**config.mk**
```make
export PLATFORM = sky130hd
export DESIGN_NAME = dram_row_decoder
export DESIGN_NICKNAME = d
export VERILOG_FILES = /design/src/rtl/dram_row_pkg.sv /design/src/rtl/row_bound_regs.sv /design/src/rtl/row_limit_calc.sv /design/src/rtl/row_match.sv /design/src/rtl/dram_row_decoder.sv
export SDC_FILE = /design/constraint.sdc
export NUM_CORES = 1
export LEC_CHECK = 0
export CAP_MARGIN = 20
export CORE_AREA = 2 2 227 229
export CTS_CLUSTER_DIAMETER = 40
export CTS_CLUSTER_SIZE = 10
export DETAILED_ROUTE_END_ITERATION = 8
export DIE_AREA = 0 0 229 231
export PLACE_DENSITY = 0.48
export REMOVE_ABC_BUFFERS = 1
export SLEW_MARGIN = 25
export SYNTH_ARGS = -nofsm -noshare
export SYNTH_HDL_FRONTEND = slang
export SYNTH_SLANG_ARGS = --single-unit
```
**constraint.sdc**
```tcl
create_clock -name clk_i -period 4.4 [get_ports clk_i]
set_input_delay 0.88 -clock clk_i [delete_from_list [all_inputs] [get_ports clk_i]]
set_output_delay 0.88 -clock clk_i [all_outputs]
set_load 0.03 [all_outputs]
```
**src/rtl/dram_row_pkg.sv**
```systemverilog
package dram_row_pkg;
  parameter int unsigned DEF_ROWS       = 8;
  parameter int unsigned DEF_BND_W      = 8;
  parameter int unsigned DEF_UNIT_SHIFT = 23;
  parameter int unsigned DEF_ADDR_W     = 32;
endpackage

```
**src/rtl/row_bound_regs.sv**
```systemverilog
module row_bound_regs #(
  parameter int unsigned NUM_ROWS = dram_row_pkg::DEF_ROWS,
  parameter int unsigned BND_W    = dram_row_pkg::DEF_BND_W,
  localparam int unsigned IDX_W   = $clog2(NUM_ROWS)
) (
  input  logic                      clk_i,
  input  logic                      rst_ni,
  input  logic                      wr_en_i,
  input  logic [IDX_W-1:0]          wr_idx_i,
  input  logic [BND_W-1:0]          wr_data_i,
  output logic [NUM_ROWS*BND_W-1:0] bnd_o
);
  for (genvar i = 0; i < NUM_ROWS; i++) begin : g_reg
    logic [BND_W-1:0] bnd_q;
    always_ff @(posedge clk_i or negedge rst_ni) begin
      if (!rst_ni) bnd_q <= '0;
      else if (wr_en_i && (wr_idx_i == IDX_W'(i))) bnd_q <= wr_data_i;
    end
    assign bnd_o[i*BND_W +: BND_W] = bnd_q;
  end
endmodule

```
**src/rtl/row_limit_calc.sv**
```systemverilog
module row_limit_calc #(
  parameter int unsigned NUM_ROWS   = dram_row_pkg::DEF_ROWS,
  parameter int unsigned BND_W      = dram_row_pkg::DEF_BND_W,
  parameter int unsigned UNIT_SHIFT = dram_row_pkg::DEF_UNIT_SHIFT,
  parameter int unsigned ADDR_W     = dram_row_pkg::DEF_ADDR_W
) (
  input  logic [NUM_ROWS*BND_W-1:0]  bnd_i,
  output logic [NUM_ROWS*ADDR_W-1:0] base_o,
  output logic [NUM_ROWS*ADDR_W-1:0] limit_o,
  output logic [NUM_ROWS-1:0]        empty_o
);
  localparam int unsigned TOP_BIT = BND_W + UNIT_SHIFT;
  localparam logic [ADDR_W-1:0] TOP_LIMIT = ADDR_W'(1) << TOP_BIT;

  logic [ADDR_W-1:0] lim [NUM_ROWS];

  for (genvar i = 0; i < NUM_ROWS; i++) begin : g_row
    logic [ADDR_W-1:0] raw;
    logic [ADDR_W-1:0] prev;
    assign raw = ADDR_W'(bnd_i[i*BND_W +: BND_W]) << UNIT_SHIFT;
    if (i == 0) begin : g_first
      assign prev = '0;
    end else begin : g_next
      assign prev = lim[i-1];
    end
    // zero after a nonzero limit stands for the full top of memory
    assign lim[i] = ((prev != '0) && (raw == '0)) ? TOP_LIMIT : raw;
    assign base_o[i*ADDR_W +: ADDR_W]  = prev;
    assign limit_o[i*ADDR_W +: ADDR_W] = lim[i];
    assign empty_o[i] = (lim[i] <= prev);
  end
endmodule

```
**src/rtl/row_match.sv**
```systemverilog
module row_match #(
  parameter int unsigned NUM_ROWS = dram_row_pkg::DEF_ROWS,
  parameter int unsigned ADDR_W   = dram_row_pkg::DEF_ADDR_W,
  localparam int unsigned IDX_W   = $clog2(NUM_ROWS)
) (
  input  logic [ADDR_W-1:0]          addr_i,
  input  logic [NUM_ROWS*ADDR_W-1:0] base_i,
  input  logic [NUM_ROWS*ADDR_W-1:0] limit_i,
  input  logic [NUM_ROWS-1:0]        empty_i,
  output logic                       hit_o,
  output logic [IDX_W-1:0]           idx_o,
  output logic [NUM_ROWS-1:0]        sel_o
);
  logic [NUM_ROWS-1:0] in_rng;

  for (genvar i = 0; i < NUM_ROWS; i++) begin : g_cmp
    assign in_rng[i] = !empty_i[i]
                     && (addr_i >= base_i[i*ADDR_W +: ADDR_W])
                     && (addr_i <  limit_i[i*ADDR_W +: ADDR_W]);
  end

  // isolate the lowest set bit
  assign sel_o = in_rng & (~in_rng + NUM_ROWS'(1));
  assign hit_o = |in_rng;

  always_comb begin
    idx_o = '0;
    for (int i = NUM_ROWS - 1; i >= 0; i--) begin
      if (in_rng[i]) idx_o = IDX_W'(i);
    end
  end
endmodule

```
**src/rtl/dram_row_decoder.sv**
```systemverilog
module dram_row_decoder #(
  parameter int unsigned NUM_ROWS   = dram_row_pkg::DEF_ROWS,
  parameter int unsigned BND_W      = dram_row_pkg::DEF_BND_W,
  parameter int unsigned UNIT_SHIFT = dram_row_pkg::DEF_UNIT_SHIFT,
  parameter int unsigned ADDR_W     = dram_row_pkg::DEF_ADDR_W,
  localparam int unsigned IDX_W     = $clog2(NUM_ROWS)
) (
  input  logic                       clk_i,
  input  logic                       rst_ni,
  input  logic                       wr_en_i,
  input  logic [IDX_W-1:0]           wr_idx_i,
  input  logic [BND_W-1:0]           wr_data_i,
  input  logic [ADDR_W-1:0]          addr_i,
  output logic                       hit_o,
  output logic [IDX_W-1:0]           row_idx_o,
  output logic [NUM_ROWS-1:0]        row_sel_o,
  output logic [NUM_ROWS-1:0]        row_empty_o,
  output logic [NUM_ROWS*ADDR_W-1:0] row_base_o,
  output logic [NUM_ROWS*ADDR_W-1:0] row_limit_o
);
  logic [NUM_ROWS*BND_W-1:0] bnd;

  row_bound_regs #(.NUM_ROWS(NUM_ROWS), .BND_W(BND_W)) i_regs (
    .clk_i     (clk_i),
    .rst_ni    (rst_ni),
    .wr_en_i   (wr_en_i),
    .wr_idx_i  (wr_idx_i),
    .wr_data_i (wr_data_i),
    .bnd_o     (bnd)
  );

  row_limit_calc #(
    .NUM_ROWS(NUM_ROWS), .BND_W(BND_W), .UNIT_SHIFT(UNIT_SHIFT), .ADDR_W(ADDR_W)
  ) i_calc (
    .bnd_i   (bnd),
    .base_o  (row_base_o),
    .limit_o (row_limit_o),
    .empty_o (row_empty_o)
  );

  row_match #(.NUM_ROWS(NUM_ROWS), .ADDR_W(ADDR_W)) i_match (
    .addr_i  (addr_i),
    .base_i  (row_base_o),
    .limit_i (row_limit_o),
    .empty_i (row_empty_o),
    .hit_o   (hit_o),
    .idx_o   (row_idx_o),
    .sel_o   (row_sel_o)
  );
endmodule

```
=== After elaboration in Yosys (flattened, before gate mapping) ===
Cells that the tools add are included.

* Register bits: 64
* Latch bits: 0
* Memory bits (writable): 0
* ROM bits: 0
* Input bits: 46
* Output and inout port bits: 532
* Word-level logic and storage cells: 112
* Memories: 0

* $add $sub $neg: 1
* $mul: 0
* Div/mod/pow operators: 0
* Order comparisons: 24
* Eq/ne operators: 7
* Shift-type cells: 0
* Mux-type cells: 15
* Bitwise operators: 2
* Reductions and logical operators: 55

{| class="wikitable"
|+ Operator list
! operator !! number
|-
| logical NOT 32 bit || 7
|-
| less-than comparator 32 bit || 7
|-
| two-way mux 32 bit || 7
|-
| nonzero test 32 bit || 7
|-
| >= comparator 32 bit || 6
|-
| less-or-equal comparator 32 bit || 6
|-
| >= comparator 32 x 1 -> 1 bit, second input constant || 1
|-
| >= comparator 32 x 31 -> 1 bit || 1
|-
| less-or-equal comparator 32 x 31 -> 1 bit || 1
|-
| less-than comparator 32 x 31 -> 1 bit || 1
|-
| less-or-equal comparator 31 x 1 -> 1 bit, second input constant || 1
|-
| logical AND 1 bit || 31
|-
| two-way mux 3 bit || 8
|-
| == test 3 bit, second input constant || 4
|-
| adder 8 x 1 -> 8 bit, second input constant || 1
|-
| AND 8 bit || 1
|-
| logical NOT 1 bit || 8
|-
| NOT 8 bit || 1
|-
| OR reduction 8 bit || 1
|-
| == test 3 x 2 -> 1 bit, second input constant || 2
|-
| == test 3 x 1 -> 1 bit, second input constant || 1
|-
| logical NOT 3 bit || 1
|}

=== Depth between registers and ports, before layout ===
* Depth after elaboration: 33
* Gate-level depth with buffers: 15
* Mapped depth without buffers: 15

=== Hierarchy ===
Synthesis repeated with hierarchy kept, for this count alone.

* Cell total of the unflattened synthesis: 2684
* Area total of the unflattened synthesis: 20766.2 um^2

{| class="wikitable"
|+ By module, submodules not included
! module !! instances !! cells an instance !! area an instance (um^2) !! sequential area each (um^2)
|-
| row_match || 1 || 1775 || 12776.0 || 0.0
|-
| row_limit_calc || 1 || 766 || 5537.8 || 0.0
|-
| row_bound_regs || 1 || 143 || 2452.4 || 1601.5
|}

=== Worst setup path before layout ===
OpenSTA, ideal clock, no wires.

* Path type: reg2out
* From: register i_regs.g_reg[0].bnd_q[0]
* To: output port row_sel_o[5]
* Data arrival time: 3924 ps
* Data required time: 3520 ps
* Slack: -404 ps
* Stages on the path, launching flop included: 11
* Buffers on the path: 0
* Path through: dfrtp_1 -> nor4_1 -> nand2_1 -> inv_1 -> nor2_1 -> inv_1 -> ha_1 -> o31ai_1 -> nor4_1 -> nor3b_1 -> nor3b_1

* Elaborated cells between the ends (all ways): 53
* Classes of those cells: add/sub: 1; order compare: 17; mux: 5; bitwise: 2; reduce/logical: 28

{| class="wikitable"
|+ RTL lines
! element !! RTL line !! source
|-
| start, declared || row_bound_regs.sv:14 || <nowiki>logic [BND_W-1:0] bnd_q;</nowiki>
|-
| start signal, assigned || row_bound_regs.sv:17 || <nowiki>else if (wr_en_i && (wr_idx_i == IDX_W'(i))) bnd_q <= wr_data_i;</nowiki>
|-
| less-or-equal comparator 31 x 1 -> 1 bit || row_limit_calc.sv:30 || <nowiki>assign empty_o[i] = (lim[i] <= prev);</nowiki>
|-
| via row_empty_o[0] || dram_row_decoder.sv:17 || <nowiki>output logic [NUM_ROWS-1:0] row_empty_o,</nowiki>
|-
| logical NOT 1 bit || row_match.sv:17 || <nowiki>assign in_rng[i] = !empty_i[i]</nowiki>
|-
| logical AND 1 bit || row_match.sv:18 || <nowiki>&& (addr_i >= base_i[i*ADDR_W +: ADDR_W])</nowiki>
|-
| logical AND 1 bit || row_match.sv:19 || <nowiki>&& (addr_i < limit_i[i*ADDR_W +: ADDR_W]);</nowiki>
|-
| NOT 8 bit || row_match.sv:23 || <nowiki>assign sel_o = in_rng & (~in_rng + NUM_ROWS'(1));</nowiki>
|-
| adder 8 x 1 -> 8 bit || row_match.sv:23 ||
|-
| AND 8 bit || row_match.sv:23 ||
|-
| end, declared || dram_row_decoder.sv:16 || <nowiki>output logic [NUM_ROWS-1:0] row_sel_o,</nowiki>
|}

The timed path passes the listed nets, and every way through them passes these cells.

=== Final worst setup path ===
* From: register i_regs.g_reg[3].bnd_q[2]
* To: output port row_idx_o[2]

* Cells in the longest elaborated chain, start to end: 27
* Elaborated cells between the ends (all ways): 52
* Classes of those cells: order compare: 14; mux: 13; reduce/logical: 25

{| class="wikitable"
|+ RTL lines
! element !! RTL line !! source
|-
| start, declared || row_bound_regs.sv:14 ||
|-
| start signal, assigned || row_bound_regs.sv:17 ||
|-
| logical NOT 32 bit || row_limit_calc.sv:27 || <nowiki>assign lim[i] = ((prev != '0) && (raw == '0)) ? TOP_LIMIT : raw;</nowiki>
|-
| logical AND 1 bit || row_limit_calc.sv:27 ||
|-
| two-way mux 32 bit (*) || row_limit_calc.sv:27 ||
|-
| nonzero test 32 bit || row_limit_calc.sv:27 ||
|-
| logical AND 1 bit || row_limit_calc.sv:27 ||
|-
| two-way mux 32 bit || row_limit_calc.sv:27 ||
|-
| nonzero test 32 bit || row_limit_calc.sv:27 ||
|-
| logical AND 1 bit || row_limit_calc.sv:27 ||
|-
| [5 not listed] || -- ||
|-
| logical AND 1 bit || row_limit_calc.sv:27 ||
|-
| two-way mux 32 bit || row_limit_calc.sv:27 ||
|-
| less-or-equal comparator 32 bit || row_limit_calc.sv:30 ||
|-
| logical NOT 1 bit || row_match.sv:17 ||
|-
| logical AND 1 bit || row_match.sv:18 ||
|-
| logical AND 1 bit || row_match.sv:19 ||
|-
| two-way mux 3 bit (4 in a row) || row_match.sv:29 || <nowiki>if (in_rng[i]) idx_o = IDX_W'(i);</nowiki>
|-
| two-way mux 3 bit (*) (4 in a row) || row_match.sv:29 ||
|-
| end, declared || dram_row_decoder.sv:15 || <nowiki>output logic [IDX_W-1:0] row_idx_o,</nowiki>
|}

Mark *: on every way between the ends. The rest lies on a longest branch, timed or not.

==> results_dict.tcl <==
set metrics [dict create \
    outcome "finished, violations left" \
    violations "setup timing" \
    coreArea_um2 50700 \
    grt_util_met2 0.200 \
    swShare 0.506 \
    worstMarginPinSlew_ps 897 \
    crit_fanout 4 \
    clk-insertion-delay-late_ps 350 \
    ys_top_cells_by_area "sky130_fd_sc_hd__buf_4 35%, sky130_fd_sc_hd__ha_1 17%, sky130_fd_sc_hd__dfrtp_1 17%, sky130_fd_sc_hd__mux2_2 3.9%, sky130_fd_sc_hd__inv_1 3.2%" \
    placement.cell_area_um2 11200 \
    fin_skew_ps 0 \
    largest_register "i_regs.g.bnd_q" \
    drt-pass1-iter-count 5 \
    p_seq_frac 0.157 \
    place.gp.congestion 0.870 \
    dr_total_vias 7471 \
    max_clock_freq_mhz 206 \
    layout.filler_cells 5567 \
    power.density_cell_area_nw_per_um2 445 \
    grt_most_used_layer "met2" \
    n_antenna_cell 0 \
    final_layout_size_suffix_gt1_frac 0.185 \
    chipWidth_um 229 \
    synthCells 1168 \
    internal_power_mw 2.62 \
    fin_ws_ps -451 \
    die-height_um 231 \
    initial_antenna_violation_count 1 \
    numCtsBuffers 9 \
    total_leakage_power_nw 5.75 \
    clock_path_buffers 2 \
    synthesis.yosys.warnings 0 \
    ant_nets 0 \
    synth.top_cells.by_count "449 x sky130_fd_sc_hd__buf_4, 132 x sky130_fd_sc_hd__ha_1, 82 x sky130_fd_sc_hd__inv_1" \
    synth-main-ff-cell "sky130_fd_sc_hd__dfrtp_1" \
    hpwlAfterDp_mm 27.5 \
    final_util 0.235 \
    mapped_avg_cell_area_um2 8.19 \
    dieArea_um2 52900 \
    worst_setup_path_end_kind "output pin" \
    flip_flop_count_of_the_largest_register_all_copies_and_words_added 64 \
    crit_slowest_cell "sky130_fd_sc_hd__dfrtp_1" \
    critPathLaunchType "flop" \
    synth_top_cell_by_area "sky130_fd_sc_hd__buf_4" \
    gr-total-overflow 0 \
    global_route.usage.met3 0.0172 \
    power.ir.vdd_worst_uv 306 \
    synthToLayoutAreaGrowth_pct 24.5 \
    max-cap-violations 0 \
    min_period_ps 4850 \
    route.detailed.drc 0 \
    worstHoldPathType "input port to async pin" \
    first_global_vias 6836 \
    drtIter0Drc 355 \
    grt_pass1_wl_mm 45.6 \
    max-slew-margin-rel 0.399 \
    grt.met1_usage 0.148 \
    rsz0062_at_grt "true" \
    slowest_delay_ps 380 \
    stdcell_area_um2 11900 \
    timing.critical_path.arrival_ps 3970 \
    final_number_of_hold_violating_endpoints 0 \
    syn_area_um2 9570 \
    drt-wirelength-per-cell_um 16.1 \
    postSynthRegisterBits 64 \
    timing.setup.tns_ps -2470 \
    number_of_synthesized_flops_with_an_enable_pin 0 \
    nets 1548 \
    switching_power_mw 2.68 \
    synthDominantCellAreaShare 0.352 \
    top_level_ports 578 \
    grt_start_max_net_pins 35 \
    placement.io_buffers 198 \
    routed_wl_mm 33.1 \
    critical_path_required_ps 3520 \
    slew_violations 0 \
    final_min_period_over_clock_period 1.10 \
    critical_path.cell_chain "nor4_2 > nand2_1 > nor4_2 > buf_4 > nor2b_4 > nand3_2 > o211ai_1 > inv_1 > ha_4 > nand2_2 > o31ai_2 > o311a_4 > o2111ai_4 > buf_4 > and2_4 > a21boi_2 > buf_12" \
    rows 83 \
    largestRegisters "i_regs.g.bnd_q: 64 flops" \
    clk_pin_slew_ps 50 \
    number_of_distinct_library_cells_after_synthesis 56 \
    sequential_element_share_of_the_synthesized_area 0.167 \
    route.detailed.vias_per_inst 3.64 \
    worstSetupPathType "flop to output pin" \
    numClockSinks 64 \
    cts_tree "done" \
    cts-htree-levels 3 \
    start_util 0.189 \
    power_frac_clock 0.126 \
    clk_root_buffer_cell "sky130_fd_sc_hd__clkbuf_16" \
    timing.final.setup_violations 9 \
    pwr-share-comb 0.717 \
    synth_most_common_cell "sky130_fd_sc_hd__buf_4" \
    track_usage 0.118 \
    postSynth.asyncResetShare 1.00 \
]
## critical path, delay by kind of cell, from the launching register on
kind,cells,cell delay [ps]
buffers and inverters,4,650
DFF,1,380
adders and majority gates,1,300
and+or+nand+nor,7,1230
AOI/OAI and AO/OA,5,1060
## layer usage
| metal | up-vias | wire length (µm) |
|---|---|---|
| met3 | 45 | 1760 |
| met4 | 0 | 1060 |
| met2 | 353 | 15900 |
| met5 | - | 0 |
| met1 | 3561 | 14300 |
| li1 | 3512 | - |
## stage by stage
step,worst slack (ps),hold WS (ps),power (mW),std cells
6_report,-451,611,5.30,2054
5_1_grt,-672,672,5.63,2054
4_1_cts,-414,637,5.26,2046
3_5_place_dp,-537,623,4.48,2026
3_3_place_gp,-538,623,4.45,2026
2_1_floorplan,-1190,584,2.87,1033
## power groups by stage
stage | sequential (mW) | combinational [mW] | clock (mW)
3_3_place_gp | 0.830 | 3.62 | 0
6_report | 0.833 | 3.80 | 0.668
5_1_grt | 0.852 | 4.08 | 0.697
2_1_floorplan | 1.36 | 1.51 | 0
4_1_cts | 0.830 | 3.75 | 0.681
3_5_place_dp | 0.834 | 3.65 | 0
## logic make-up after synthesis
| family | after synthesis | share of synthesized area |
|---|---|---|
| flops | 64 | 0.167 |
| mux | 33 | 0.0388 |
| fa+ha+maj | 132 | 0.173 |
| compound gates | 148 | 0.104 |
| other cells | 1 | 0.000392 |
| buf+inv | 595 | 0.410 |
| simple gates | 195 | 0.108 |
## path summary, 6_finish.rpt
path | startpoint | endpoint | slack, ps | cells after the start
setup / recovery | i_regs.g_reg[3].bnd_q[2] | row_idx_o[2] | -450 | 17
hold / removal | rst_ni | i_regs.g_reg[1].bnd_q[7] | 610 | 1
setup reg to reg | i_regs.g_reg[1].bnd_q[6] | i_regs.g_reg[1].bnd_q[6] | 3420 | 3
hold reg to reg | i_regs.g_reg[7].bnd_q[0] | i_regs.g_reg[7].bnd_q[0] | 640 | 1
max in group asynchronous | rst_ni | i_regs.g_reg[6].bnd_q[7] | 2800 | 2
min in group clk_i | i_regs.g_reg[7].bnd_q[0] | i_regs.g_reg[7].bnd_q[0] | 640 | 1
## placed cells by master, fill, tap and decap left out, types with 4 or more instances in the layout
cell type                         instances
sky130_fd_sc_hd__conb_1                 379
sky130_fd_sc_hd__a211oi_1                10
sky130_fd_sc_hd__buf_6                    7
sky130_fd_sc_hd__clkbuf_16                9
sky130_fd_sc_hd__dfrtp_1                 64
sky130_fd_sc_hd__clkdlybuf4s50_1        172
sky130_fd_sc_hd__a21oi_1                 20
sky130_fd_sc_hd__inv_1                   78
sky130_fd_sc_hd__buf_4                  123
sky130_fd_sc_hd__dlygate4sd2_1            6
sky130_fd_sc_hd__buf_12                  14
sky130_fd_sc_hd__o21ai_0                 49
sky130_fd_sc_hd__nand2_1                 54
sky130_fd_sc_hd__ha_1                   129
sky130_fd_sc_hd__a211o_1                  4
sky130_fd_sc_hd__o211a_1                  4
sky130_fd_sc_hd__nor3_1                  12
sky130_fd_sc_hd__nor2_1                  17
sky130_fd_sc_hd__nor2b_1                  6
sky130_fd_sc_hd__nor4_1                  12
sky130_fd_sc_hd__a21o_1                   4
sky130_fd_sc_hd__nand3_1                 14
sky130_fd_sc_hd__mux2_2                  33
sky130_fd_sc_hd__nand4_1                 20
sky130_fd_sc_hd__clkbuf_1                 4
sky130_fd_sc_hd__nand2b_1                 8
sky130_fd_sc_hd__nor4_2                  12
sky130_fd_sc_hd__o21a_1                   8
sky130_fd_sc_hd__o211ai_1                 8
## repair_timing
action,CTS,global route
pin swaps,24,24
buffers inserted,7,8
setup endpoints to repair,14,13
gates resized for setup,57,29
hold buffers,0,0
## cell type report
| class | count | area, µm² | area share |
|---|---|---|---|
| Multi-Input combinational cell | 887 | 5800 | 0.487 |
| Clock buffer | 15 | 268 | 0.0225 |
| Sequential cell | 64 | 1600 | 0.134 |
| Inverter | 82 | 313 | 0.0263 |
| Tap cell | 680 | 851 | 0.0714 |
| Timing Repair Buffer | 326 | 3080 | 0.259 |
(Power assumes the default switching activity.)
